**src/rtl/dual_path_slice.sv**
```systemverilog
module dual_path_slice #(
  parameter int NSRC    = 8,
  parameter int PREW    = 3,
  parameter int POSTW   = 6,
  parameter int SETTLE  = 2,
  parameter bit HAS_PRE = 1'b1
) (
  input  logic                    clk,
  input  logic                    rst_n,
  input  logic                    sel_wr,
  input  logic [$clog2(NSRC)-1:0] sel_idx,
  input  logic                    div_wr,
  input  logic [PREW-1:0]         div_pre,
  input  logic [POSTW-1:0]        div_post,
  input  logic [NSRC-1:0]         src_run,
  input  logic [NSRC-1:0]         src_tick,
  output logic [$clog2(NSRC)-1:0] sel_a,
  output logic [$clog2(NSRC)-1:0] sel_b,
  output logic                    gate_a,
  output logic                    gate_b,
  output logic                    live_b,
  output logic                    busy,
  output logic                    stall_err,
  output logic [PREW-1:0]         pre_ratio,
  output logic [POSTW-1:0]        post_ratio,
  output logic                    clk_en_out
);
  localparam int SW = $clog2(NSRC);
  localparam int CW = $clog2(SETTLE + 1);

  logic [1:0][SW-1:0] sel_q;
  logic [1:0]         gate_q;
  logic               live_q, busy_q, stall_q;
  logic [CW-1:0]      wait_q;
  logic [PREW-1:0]    pre_q, pre_pend;
  logic [POSTW-1:0]   post_q, post_pend, post_cnt;
  logic [1:0]         ptick;

  wire          spare    = ~live_q;
  wire [SW-1:0] tgt      = sel_q[spare];
  wire          accept   = sel_wr & ~busy_q;
  wire          live_tk  = ptick[live_q];
  wire          out_en   = live_tk & (post_cnt >= post_q);
  wire [PREW-1:0]  pre_eff  = div_wr ? div_pre  : pre_pend;
  wire [POSTW-1:0] post_eff = div_wr ? div_post : post_pend;

  for (genvar g = 0; g < 2; g++) begin : g_path
    wire raw = gate_q[g] & src_tick[sel_q[g]];
    if (HAS_PRE) begin : g_pre
      logic [PREW-1:0] cnt;
      assign ptick[g] = raw & (cnt >= pre_q);
      always_ff @(posedge clk or negedge rst_n)
        if (!rst_n)   cnt <= '0;
        else if (raw) cnt <= ptick[g] ? '0 : cnt + 1'b1;
    end else begin : g_nopre
      assign ptick[g] = raw;
    end
  end

  always_ff @(posedge clk or negedge rst_n) begin
    if (!rst_n) begin
      sel_q   <= '0;
      gate_q  <= 2'b01;
      live_q  <= 1'b0;
      busy_q  <= 1'b0;
      stall_q <= 1'b0;
      wait_q  <= '0;
    end else if (accept) begin
      sel_q[spare]  <= sel_idx;
      gate_q[spare] <= 1'b1;
      busy_q        <= 1'b1;
      stall_q       <= 1'b0;
      wait_q        <= '0;
    end else if (busy_q) begin
      if (!src_run[tgt]) begin
        gate_q[spare] <= 1'b0;
        busy_q        <= 1'b0;
        stall_q       <= 1'b1;
      end else if (src_tick[tgt]) begin
        if (wait_q == CW'(SETTLE - 1)) begin
          gate_q[live_q] <= 1'b0;
          live_q         <= spare;
          busy_q         <= 1'b0;
        end else begin
          wait_q <= wait_q + 1'b1;
        end
      end
    end
  end

  always_ff @(posedge clk or negedge rst_n) begin
    if (!rst_n) begin
      pre_q     <= '0;
      post_q    <= '0;
      pre_pend  <= '0;
      post_pend <= '0;
      post_cnt  <= '0;
    end else begin
      pre_pend  <= pre_eff;
      post_pend <= post_eff;
      if (live_tk) post_cnt <= out_en ? '0 : post_cnt + 1'b1;
      if (out_en) begin
        pre_q  <= HAS_PRE ? pre_eff : '0;
        post_q <= post_eff;
      end
    end
  end

  assign sel_a      = sel_q[0];
  assign sel_b      = sel_q[1];
  assign gate_a     = gate_q[0];
  assign gate_b     = gate_q[1];
  assign live_b     = live_q;
  assign busy       = busy_q;
  assign stall_err  = stall_q;
  assign pre_ratio  = pre_q;
  assign post_ratio = post_q;
  assign clk_en_out = out_en;
endmodule

```
**config.mk**
```make
export PLATFORM = sky130hd
export DESIGN_NAME = dual_path_slice
export DESIGN_NICKNAME = d
export VERILOG_FILES = /design/src/rtl/dual_path_slice.sv
export SDC_FILE = /design/constraint.sdc
export NUM_CORES = 1
export LEC_CHECK = 0
export BUFFER_PORTS_ARGS = -buffer_cell sky130_fd_sc_hd__buf_2
export CORE_MARGIN = 4
export CORE_UTILIZATION = 50
export CTS_BUF_LIST = sky130_fd_sc_hd__clkbuf_8
export DETAILED_ROUTE_END_ITERATION = 6
export GPL_ROUTABILITY_DRIVEN = 0
export PLACE_DENSITY_LB_ADDON = 0.12
export SYNTH_ARGS = -nofsm -noshare
export SYNTH_HDL_FRONTEND = slang
export SYNTH_SLANG_ARGS = --single-unit
```
**constraint.sdc**
```tcl
create_clock -name clk -period 4.65 [get_ports clk]
set_input_delay 0.2325 -clock clk [delete_from_list [all_inputs] [get_ports clk]]
set_output_delay 0.2325 -clock clk [all_outputs]
set_load 0.02 [all_outputs]
```
==> results of run 1 <==
-- metrics by stage --
stage                     power, mW  hold WS [ns]  utilization [%]  instance area, µm²  setup slack [ns]
after global routing           2.44         0.120             60.6                3100              1.71
after detailed placement       1.89         0.435             57.9                2960              2.22
after CTS                      2.25         0.109             60.6                3100              1.92
final                          2.24        0.0722             60.6                3100              1.93
after floorplan                1.60       -0.0631                -                2640              2.38
after global placement         1.86         0.436             57.9                2960              2.27
-- kinds of logic after synthesis --
logic type,count (synthesis)
adders and majority gates,16
DFF,43
AOI/OAI and AO/OA,55
and+or+nand+nor,84
xor gates and xnor gates,2
muxes,33
buffers and inverters,23
-- power groups by stage --
stage / combinational (mW) / sequential, mW / clock, mW
2_1_floorplan: 0.863 / 0.735 / 0
3_3_place_gp: 1.15 / 0.713 / 0
3_5_place_dp: 1.18 / 0.717 / 0
4_1_cts: 1.18 / 0.710 / 0.364
5_1_grt: 1.31 / 0.742 / 0.384
6_report: 1.17 / 0.710 / 0.358
-- cell type report --
| type | instances | area, µm² |
|---|---|---|
| Clock buffer | 5 | 68.8 |
| Inverter | 17 | 63.8 |
| Sequential cell | 43 | 1080 |
| Multi-Input combinational cell | 190 | 1470 |
| Timing Repair Buffer | 52 | 260 |
| Clock inverter | 3 | 71.3 |
| Fill cell | 447 | 2010 |
| Tap cell | 70 | 87.6 |
-- layer usage --
layer | wire length [µm] | GRT usage, % | share of wire (%) | up-vias
li1 | - | - | - | 1017
met1 | 2580 | 26.3 | 47 | 964
met2 | 2550 | 27.4 | 46 | 65
met3 | 286 | 3.92 | 5.2 | 6
met4 | 68 | 5.57 | 1.2 | 0
met5 | 0 | 0 | 0 | -
-- path summary, 6_finish.rpt --
path / from / endpoint
max in group asynchronous: rst_n / wait_q[0]
max reg2reg: sel_a[0] / post_ratio[0]
min in group clk: sel_wr / stall_err
max: sel_a[0] / clk_en_out
min: rst_n / pre_pend[0]
min reg2reg: g_path[1].g_pre.cnt[2] / g_path[1].g_pre.cnt[2]
-- critical path: cells and delay by family, from the launching register on --
| family | cells | cell delay, ns |
|---|---|---|
| buffers and inverters | 1 | 0.18 |
| muxes | 1 | 0.56 |
| DFF | 1 | 0.63 |
| and+or+nand+nor | 3 | 0.37 |
| AOI/OAI and AO/OA | 2 | 0.46 |
-- Yosys cell counts (2+ instances only) --
library cell | n | area, µm²
nand3_1 | 10 | 50.1
and3_1 | 2 | 12.5
a21o_1 | 2 | 15.0
buf_2 | 4 | 20.0
nand2b_1 | 11 | 68.8
mux2_4 | 9 | 135
a21oi_1 | 8 | 40.0
o32a_1 | 3 | 30.0
dfrtp_1 | 42 | 1050
mux4_2 | 2 | 45.0
o31ai_1 | 2 | 15.0
nand2_1 | 17 | 63.8
mux2i_1 | 7 | 70.1
o21ai_1 | 2 | 10.0
nor2b_1 | 8 | 50.1
or2_2 | 3 | 18.8
inv_1 | 17 | 63.8
ha_1 | 16 | 200
mux2_2 | 15 | 169
nand2b_4 | 2 | 27.5
nand3b_1 | 2 | 15.0
nor2_1 | 24 | 90.1
o21ai_0 | 22 | 110
o221ai_1 | 3 | 26.3
clkbuf_1 | 2 | 7.51
-- state kept, by name, indices dropped and copies added, names as in the netlist, 2 cells and up --
name	flops
pre_pend	3
post_ratio	6
sel_a	3
wait_q	2
gate_q	2
post_cnt	6
post_pend	6
sel_b	3
g_path.g_pre.cnt	6
pre_ratio	3
==> results.cfg, run 1 <==
[final_layout]
drive_gt1_share_pct = 31.6
final_common_cell = buf_2
area_growth_pct = 17.5
num-nets-final = 357
insertedDiodeCount = 0
layout_common_cells = buf_2, dfrtp_1, nor2_1, o21ai_0
layout.cells.non_filler = 380

[clock_network]
post-cts-setup-buffers = 0
htree_levels = 2
root_buffer = clkbuf_8
cts_resized = 0
clock-sinks = 43
path_clk_slew_ns = 0.09
clk_latency_ns = 0.29
ctsHoldBuffers = 0
cts_buffers = 5
cts_tree = built
clockBufferDepth = 2

[drt]
ant_nets = 0
drt_first_pass_iters = 4
drt-wirelength-per-cell_um = 14.4
routed_wl_um = 5480
detailedRoute.firstIterationViolations = 177
post-route-drc-count = 0
viasPerCell = 5.40
num_vias = 2052

[sta]
drv_slew = 0
rsz0062_at_grt = false
hold_viol_final = 0
final-setup-viol-count = 0
fin_crit_ns = 2.72
fin_skew_ns = 0.00536
worst_slew_pin_slew_ns = 0.945
fin_crit_sh_pct = 58.5
relSlewSlack_pct = 37.0
fmax_mhz = 368
totalNegativeSetupSlack_ns = 0

[floorplanning]
die_x_um = 80.6
die_area_um2 = 6500
coreArea_um2 = 5110
start_util_pct = 51.6
die_y_um = 80.6
std_cell_rows = 26
io_pins = 53

[critical_path]
path_max_fanout = 15
ff2ff_path_depth = 7
crit_path_max_incr_delay_ns = 0.63
cp_cell_sequence = mux4_2 > nand2b_4 > o211ai_4 > nor3_2 > a31oi_4 > nor2_8 > buf_2
worstPathRequired_ns = 4.42
worstSetupPathType = flip-flop to output pin
critPathCaptureType = output pin
cp-start-kind = flip-flop
critical_path.slowest_cell = dfrtp_1
arrival_ns = 2.49
r2r_setup_slack_ns = 2.21

[power]
swShare_pct = 43.2
p_sw_uw = 968
power.density_nw_per_um2 = 723
pwr-share-seq_pct = 31.7
ir_drop_mv = 0.361
clock_power_share_pct = 16.0
leakage_nw = 1.47
internal-power_mw = 1.27
power_frac_comb_pct = 52.3

[yosys]
synth_xor_area_share_pct = 0.664
syn_area_um2 = 2640
syn-instance-count = 256
synth.distinct_cells = 46
ys_ff_latch = 43
async_reset_ff_share_pct = 100
muxShareOfSynthArea_pct = 15.9
synth_simple_gate_area_share_pct = 16.9
synth_edf_count = 0
ys.warnings.count = 0
synth_top_family_by_area = simple AND/OR/NAND/NOR gates
synth_compound_area_share_pct = 14.6
synthesis.nets = 304
ys_seq_area_share_pct = 40.9
synth_flop_cell = dfrtp_1
synth_area_per_cell_um2 = 10.3
synthAdderAreaFrac_pct = 7.59

[global_route]
antenna_found_initial = 0
grt_start_max_net_pins = 44
grt_pass1_vias = 1928
grt_pass1_wl_um = 9210
grt_remaining_overflow = 0
grt_usage_pct = 18.3

[min_path]
hold_path_class = primary input to async pin

[run_status]
status = complete, no violations

[placed_design]
dp_hpwl_um = 4270
buffer_ports.inserted = 52
numPlacedInstances = 372

[flow_run]
max_cap_viol_count = 0
Note: power is estimated with default switching activity, not from simulation.
==> run 2, diff against run 1 <==
clock period = 2.2 ns   (was 4.65 ns; I/O delays follow)
==> run 2 against run 1 <==
  * Cell area grew 10%
  * Register-to-register slack lost 2.2 ns
  * Sequential cell count is the same
  * Non-clock buffer count grew 33
  * Final cell count grew 8.7%
  * Highest routed layer unchanged
  * Core utilization grew 6.3 points
==> results.cfg, run 2 (same netlist as run 1, synthesis figures left out) <==
[power]
finalPower_mw = 5.42
leakage_nw = 1.64
power.density_nw_per_um2 = 1590
ir_drop_mv = 0.941

[floorplanning]
die_area_um2 = 6500
std_cell_rows = 26
die_x_um = 80.6
start_util_pct = 51.6
die_y_um = 80.6
io_pins = 53
coreArea_um2 = 5110

[critical_path]
arrival_ns = 2.05
startpoint = pre_ratio[0]
worstSetupPathType = flip-flop to output pin
critPathCaptureType = output pin
worstSetupEndpoint = clk_en_out
r2r_setup_slack_ns = 0.04
worstPathRequired_ns = 2.09
cp-start-kind = flip-flop
ff2ff_path_depth = 9
path_max_fanout = 6
rr_endpoint = post_ratio[0]
r2r-start = pre_ratio[0]

[drt]
detailedRoute.firstIterationViolations = 135
post-route-drc-count = 0
ant_nets = 0
drt_first_pass_iters = 4
viasPerCell = 5.25
drt-wirelength-per-cell_um = 14.8
routed_wl_um = 6090
num_vias = 2167

[final_layout]
n_fill_cell = 418
num-nets-final = 390
insertedDiodeCount = 0
final_area_um2 = 3420
layout_common_cells = buf_2, dfrtp_1, buf_4, nor2_1, o21ai_0
drive_gt1_share_pct = 42.6
final_common_cell = buf_2
area_growth_pct = 29.6

[sta]
drv_slew = 0
fin_crit_ns = 2.16
fmax_mhz = 462
hold_viol_final = 0
fin_skew_ns = 0.0123
totalNegativeSetupSlack_ns = 0
relSlewSlack_pct = 73.8
fin_crit_sh_pct = 98.3
worst_slew_pin_slew_ns = 0.391
final-setup-viol-count = 0
fin_hold_ws_ns = 0.0383
rsz0062_at_grt = true
postLayoutSetupSlackWorst_ns = 0.0367

[run_status]
status = complete, no violations

[global_route]
antenna_found_initial = 0
grt_start_max_net_pins = 18
grt_remaining_overflow = 0
grt_usage_pct = 20.2
grt_pass1_wl_um = 10100
grt_pass1_vias = 2212

[placed_design]
place_area_um2 = 3090
dp_hpwl_um = 4450
dpl_worst_slack_ns = -0.0185
buffer_ports.inserted = 52

[flow_run]
max_cap_viol_count = 0

[clock_network]
root_buffer = clkbuf_8
clock-sinks = 43
path_clk_slew_ns = 0.08
clockBufferDepth = 2
cts_buffers = 5
cts_tree = built
clk_latency_ns = 0.30
htree_levels = 2

[min_path]
hold_path_class = primary input to flip-flop
-- run 2: changes by cell type in the layout (fill, tap and decap cells not counted), moves of 3 or more --
| cell | delta |
|---|---|
| buf_4 | +27 |
| buf_6 | +6 |
| dfrtp_2 | +4 |
| nand2b_4 | +3 |
| dfrtp_1 | -4 |
| nand2b_1 | -3 |
-- run 2: stage by stage --
step | cells | util (%)
2_1_floorplan | 256 | -
3_3_place_gp | 389 | 60.6
3_5_place_dp | 389 | 60.6
4_1_cts | 412 | 65.6
5_1_grt | 413 | 66.9
6_report | 413 | 66.9
-- run 2: critical path: stages (launching register included) --
cell and delay (ns):
dfrtp_2 0.42, ha_1 0.30, nand2b_4 0.15, a21oi_2 0.14, nor2b_1 0.07, or2_4 0.24
a31oi_4 0.23, nor2_8 0.07, buf_6 0.14
-- run 2: worst min-delay path by stage --
stage | startpoint | endpoint | slack [ns] | cells past startpoint
after detailed placement | rst_n | pre_pend[2] | 0.01 | 1
final | sel_wr | stall_err | 0.04 | 2
after CTS | sel_wr | stall_err | 0.04 | 2
after global placement | rst_n | pre_pend[2] | 0.01 | 1
after floorplan | rst_n | busy | -0.19 | 0
after global routing | div_pre[1] | pre_pend[1] | 0.05 | 2
-- run 2: repair_timing --
item	in CTS	in global routing
buffers inserted	14	1
pin swaps	8	6
hold endpoints to repair	11	0
setup endpoints to repair	4	22
resized for setup	10	12
hold buffers	1	0
-- run 2: area by class of cell --
| cell class | instances | area (µm²) | area share (%) |
|---|---|---|---|
| multi-input combinational | 190 | 1550 | 45.4 |
| sequential | 43 | 1080 | 31.7 |
| timing repair buffer | 85 | 536 | 15.7 |
| tap | 70 | 87.6 | 2.56 |
| clock buffer | 6 | 82.6 | 2.42 |
| inverter | 17 | 63.8 | 1.87 |
| clock inverter | 2 | 13.8 | 0.403 |
-- run 2: metal layers --
layer  share of wire, %  global-route usage (%)  up-vias
li1                   -                       -     1076
met1                 45                    26.5     1029
met2                 50                    33.9       54
met3                4.0                    4.48        8
met4                1.1                    4.56        0
met5                  0                       0        -
-- run 2: power breakdown --
| part | total, mW | switching (mW) | internal (mW) |
|---|---|---|---|
| clock | 0.538 | 0.281 | 0.257 |
| sequential | 1.42 | 0.331 | 1.09 |
| combinational | 3.46 | 1.66 | 1.79 |
==> run 3, diff against run 2 <==
clock period = 2.4 ns   (was 2.2 ns; I/O delays follow)
==> run 3 against run 2 <==
  * Non-clock buffer count shrank 19
  * Clock power grew 29%
  * Sequential share of layout area grew 1.8 points
  * Largest cell class unchanged
==> results.cfg, run 3 (same netlist as run 1, synthesis figures left out) <==
[clock_network]
cts_buffers = 5
clk_latency_ns = 0.30
clockBufferDepth = 2
root_buffer = clkbuf_8
clock-sinks = 43
path_clk_slew_ns = 0.09
htree_levels = 2
cts_tree = built

[min_path]
hold_path_class = primary input to flip-flop

[drt]
num_vias = 2074
post-route-drc-count = 0
routed_wl_um = 5700
detailedRoute.firstIterationViolations = 111
drt-wirelength-per-cell_um = 14.5
drt_first_pass_iters = 4
ant_nets = 0
viasPerCell = 5.26

[placed_design]
dp_hpwl_um = 4280
buffer_ports.inserted = 52
numPlacedInstances = 382

[sta]
drv_slew = 0
hold_viol_final = 0
fin_crit_ns = 2.28
fin_crit_sh_pct = 95.1
fin_skew_ns = 0.00820
final-setup-viol-count = 0
totalNegativeSetupSlack_ns = 0
fmax_mhz = 438
rsz0062_at_grt = false
relSlewSlack_pct = 37.1
worst_slew_pin_slew_ns = 0.944

[critical_path]
path_max_fanout = 4
critPathCaptureType = output pin
arrival_ns = 2.16
worstPathRequired_ns = 2.28
cp-start-kind = flip-flop
worstSetupPathType = flip-flop to output pin

[power]
leakage_nw = 1.54
swShare_pct = 42.1
ir_drop_mv = 0.910
power.density_nw_per_um2 = 1430
finalPower_mw = 4.63
power_frac_comb_pct = 56.6
pwr-share-seq_pct = 28.4
clock_power_share_pct = 15.1
internal-power_mw = 2.68
p_sw_mw = 1.95

[floorplanning]
die_x_um = 80.6
die_y_um = 80.6
io_pins = 53
std_cell_rows = 26
coreArea_um2 = 5110
die_area_um2 = 6500
start_util_pct = 51.6

[final_layout]
layout.cells.non_filler = 394
drive_gt1_share_pct = 35.5
num-nets-final = 371
layout_common_cells = buf_2, dfrtp_1, nor2_1, o21ai_0
insertedDiodeCount = 0
area_growth_pct = 22.4
final_common_cell = buf_2
n_fill_cell = 454

[global_route]
grt_pass1_wl_um = 9360
grt_pass1_vias = 1963
grt_start_max_net_pins = 44
antenna_found_initial = 0
grt_remaining_overflow = 0
grt_usage_pct = 18.5

[run_status]
status = complete, no violations

[flow_run]
max_cap_viol_count = 0
## run 3: cell count changes in the layout (fill, tap and decap cells not counted), sizes merged
| cell | previous run | this run |
|---|---|---|
| buf | 84 | 65 |
| bufinv | 0 | 2 |
| clkbuf | 6 | 5 |
| clkinv | 1 | 0 |
## run 3: final timing paths
path                         startpoint            to  slack, ns  depth (start not counted)
setup / recovery           pre_ratio[0]    clk_en_out       0.12                          8
hold reg to reg             pre_pend[1]   pre_pend[1]       0.51                          1
max in group asynchronous         rst_n  pre_ratio[0]       1.28                          2
setup reg to reg           pre_ratio[0]  pre_ratio[2]       0.14                          9
min in group asynchronous         rst_n  pre_ratio[0]       0.49                          2
hold / removal                   sel_wr     stall_err       0.03                          2
## run 3: power groups by stage
stage	Combinational (mW)	Sequential [mW]	Clock (mW)
finish	2.62	1.31	0.696
CTS	2.56	1.31	0.710
detailed placement	2.50	1.32	0
floorplan	1.67	1.42	0
global placement	2.45	1.31	0
global route	2.90	1.37	0.738
## run 3: repair_timing
item | CTS | global route
pin swaps | 3 | 5
endpoints found under the hold margin | 42 | 0
setup endpoints to repair | 1 | 14
setup buffers | 3 | 0
gates resized for setup | 1 | 6
hold buffers | 1 | 0
## run 3: critical path, stage by stage (launching register included)
cell,delay [ns]
dfrtp_2,0.45
ha_1,0.29
nand2b_1,0.15
a21oi_2,0.14
nor2b_1,0.07
or2_4,0.24
a31oi_4,0.28
nor2_8,0.07
buf_2,0.16
## run 3: area by class of cell
class	count	area [µm²]	area share, %
tap	70	87.6	2.72
clock buffer	5	68.8	2.13
clock inverter	3	71.3	2.21
sequential	43	1080	33.4
timing repair buffer	66	372	11.5
inverter	17	63.8	1.98
multi-input combinational	190	1480	46.0
## run 3: per-stage QoR
step                hold slack (ns)  instance area, µm²  util (%)  worst slack [ns]
finish                       0.0287                3230      63.2             0.118
global placement              0.322                3030      59.4             0.142
detailed placement            0.321                3030      59.4             0.102
CTS                          0.0213                3210      62.8            0.0369
floorplan                    -0.176                2640         -             0.127
global route                 0.0287                3230      63.2        0.00000666
## run 3: per-layer routing
metal / GRT usage [%] / wire [µm]
met4: 4.56 / 25
met2: 28.6 / 2640
met5: 0 / 0
met1: 26.1 / 2780
met3: 4.37 / 255
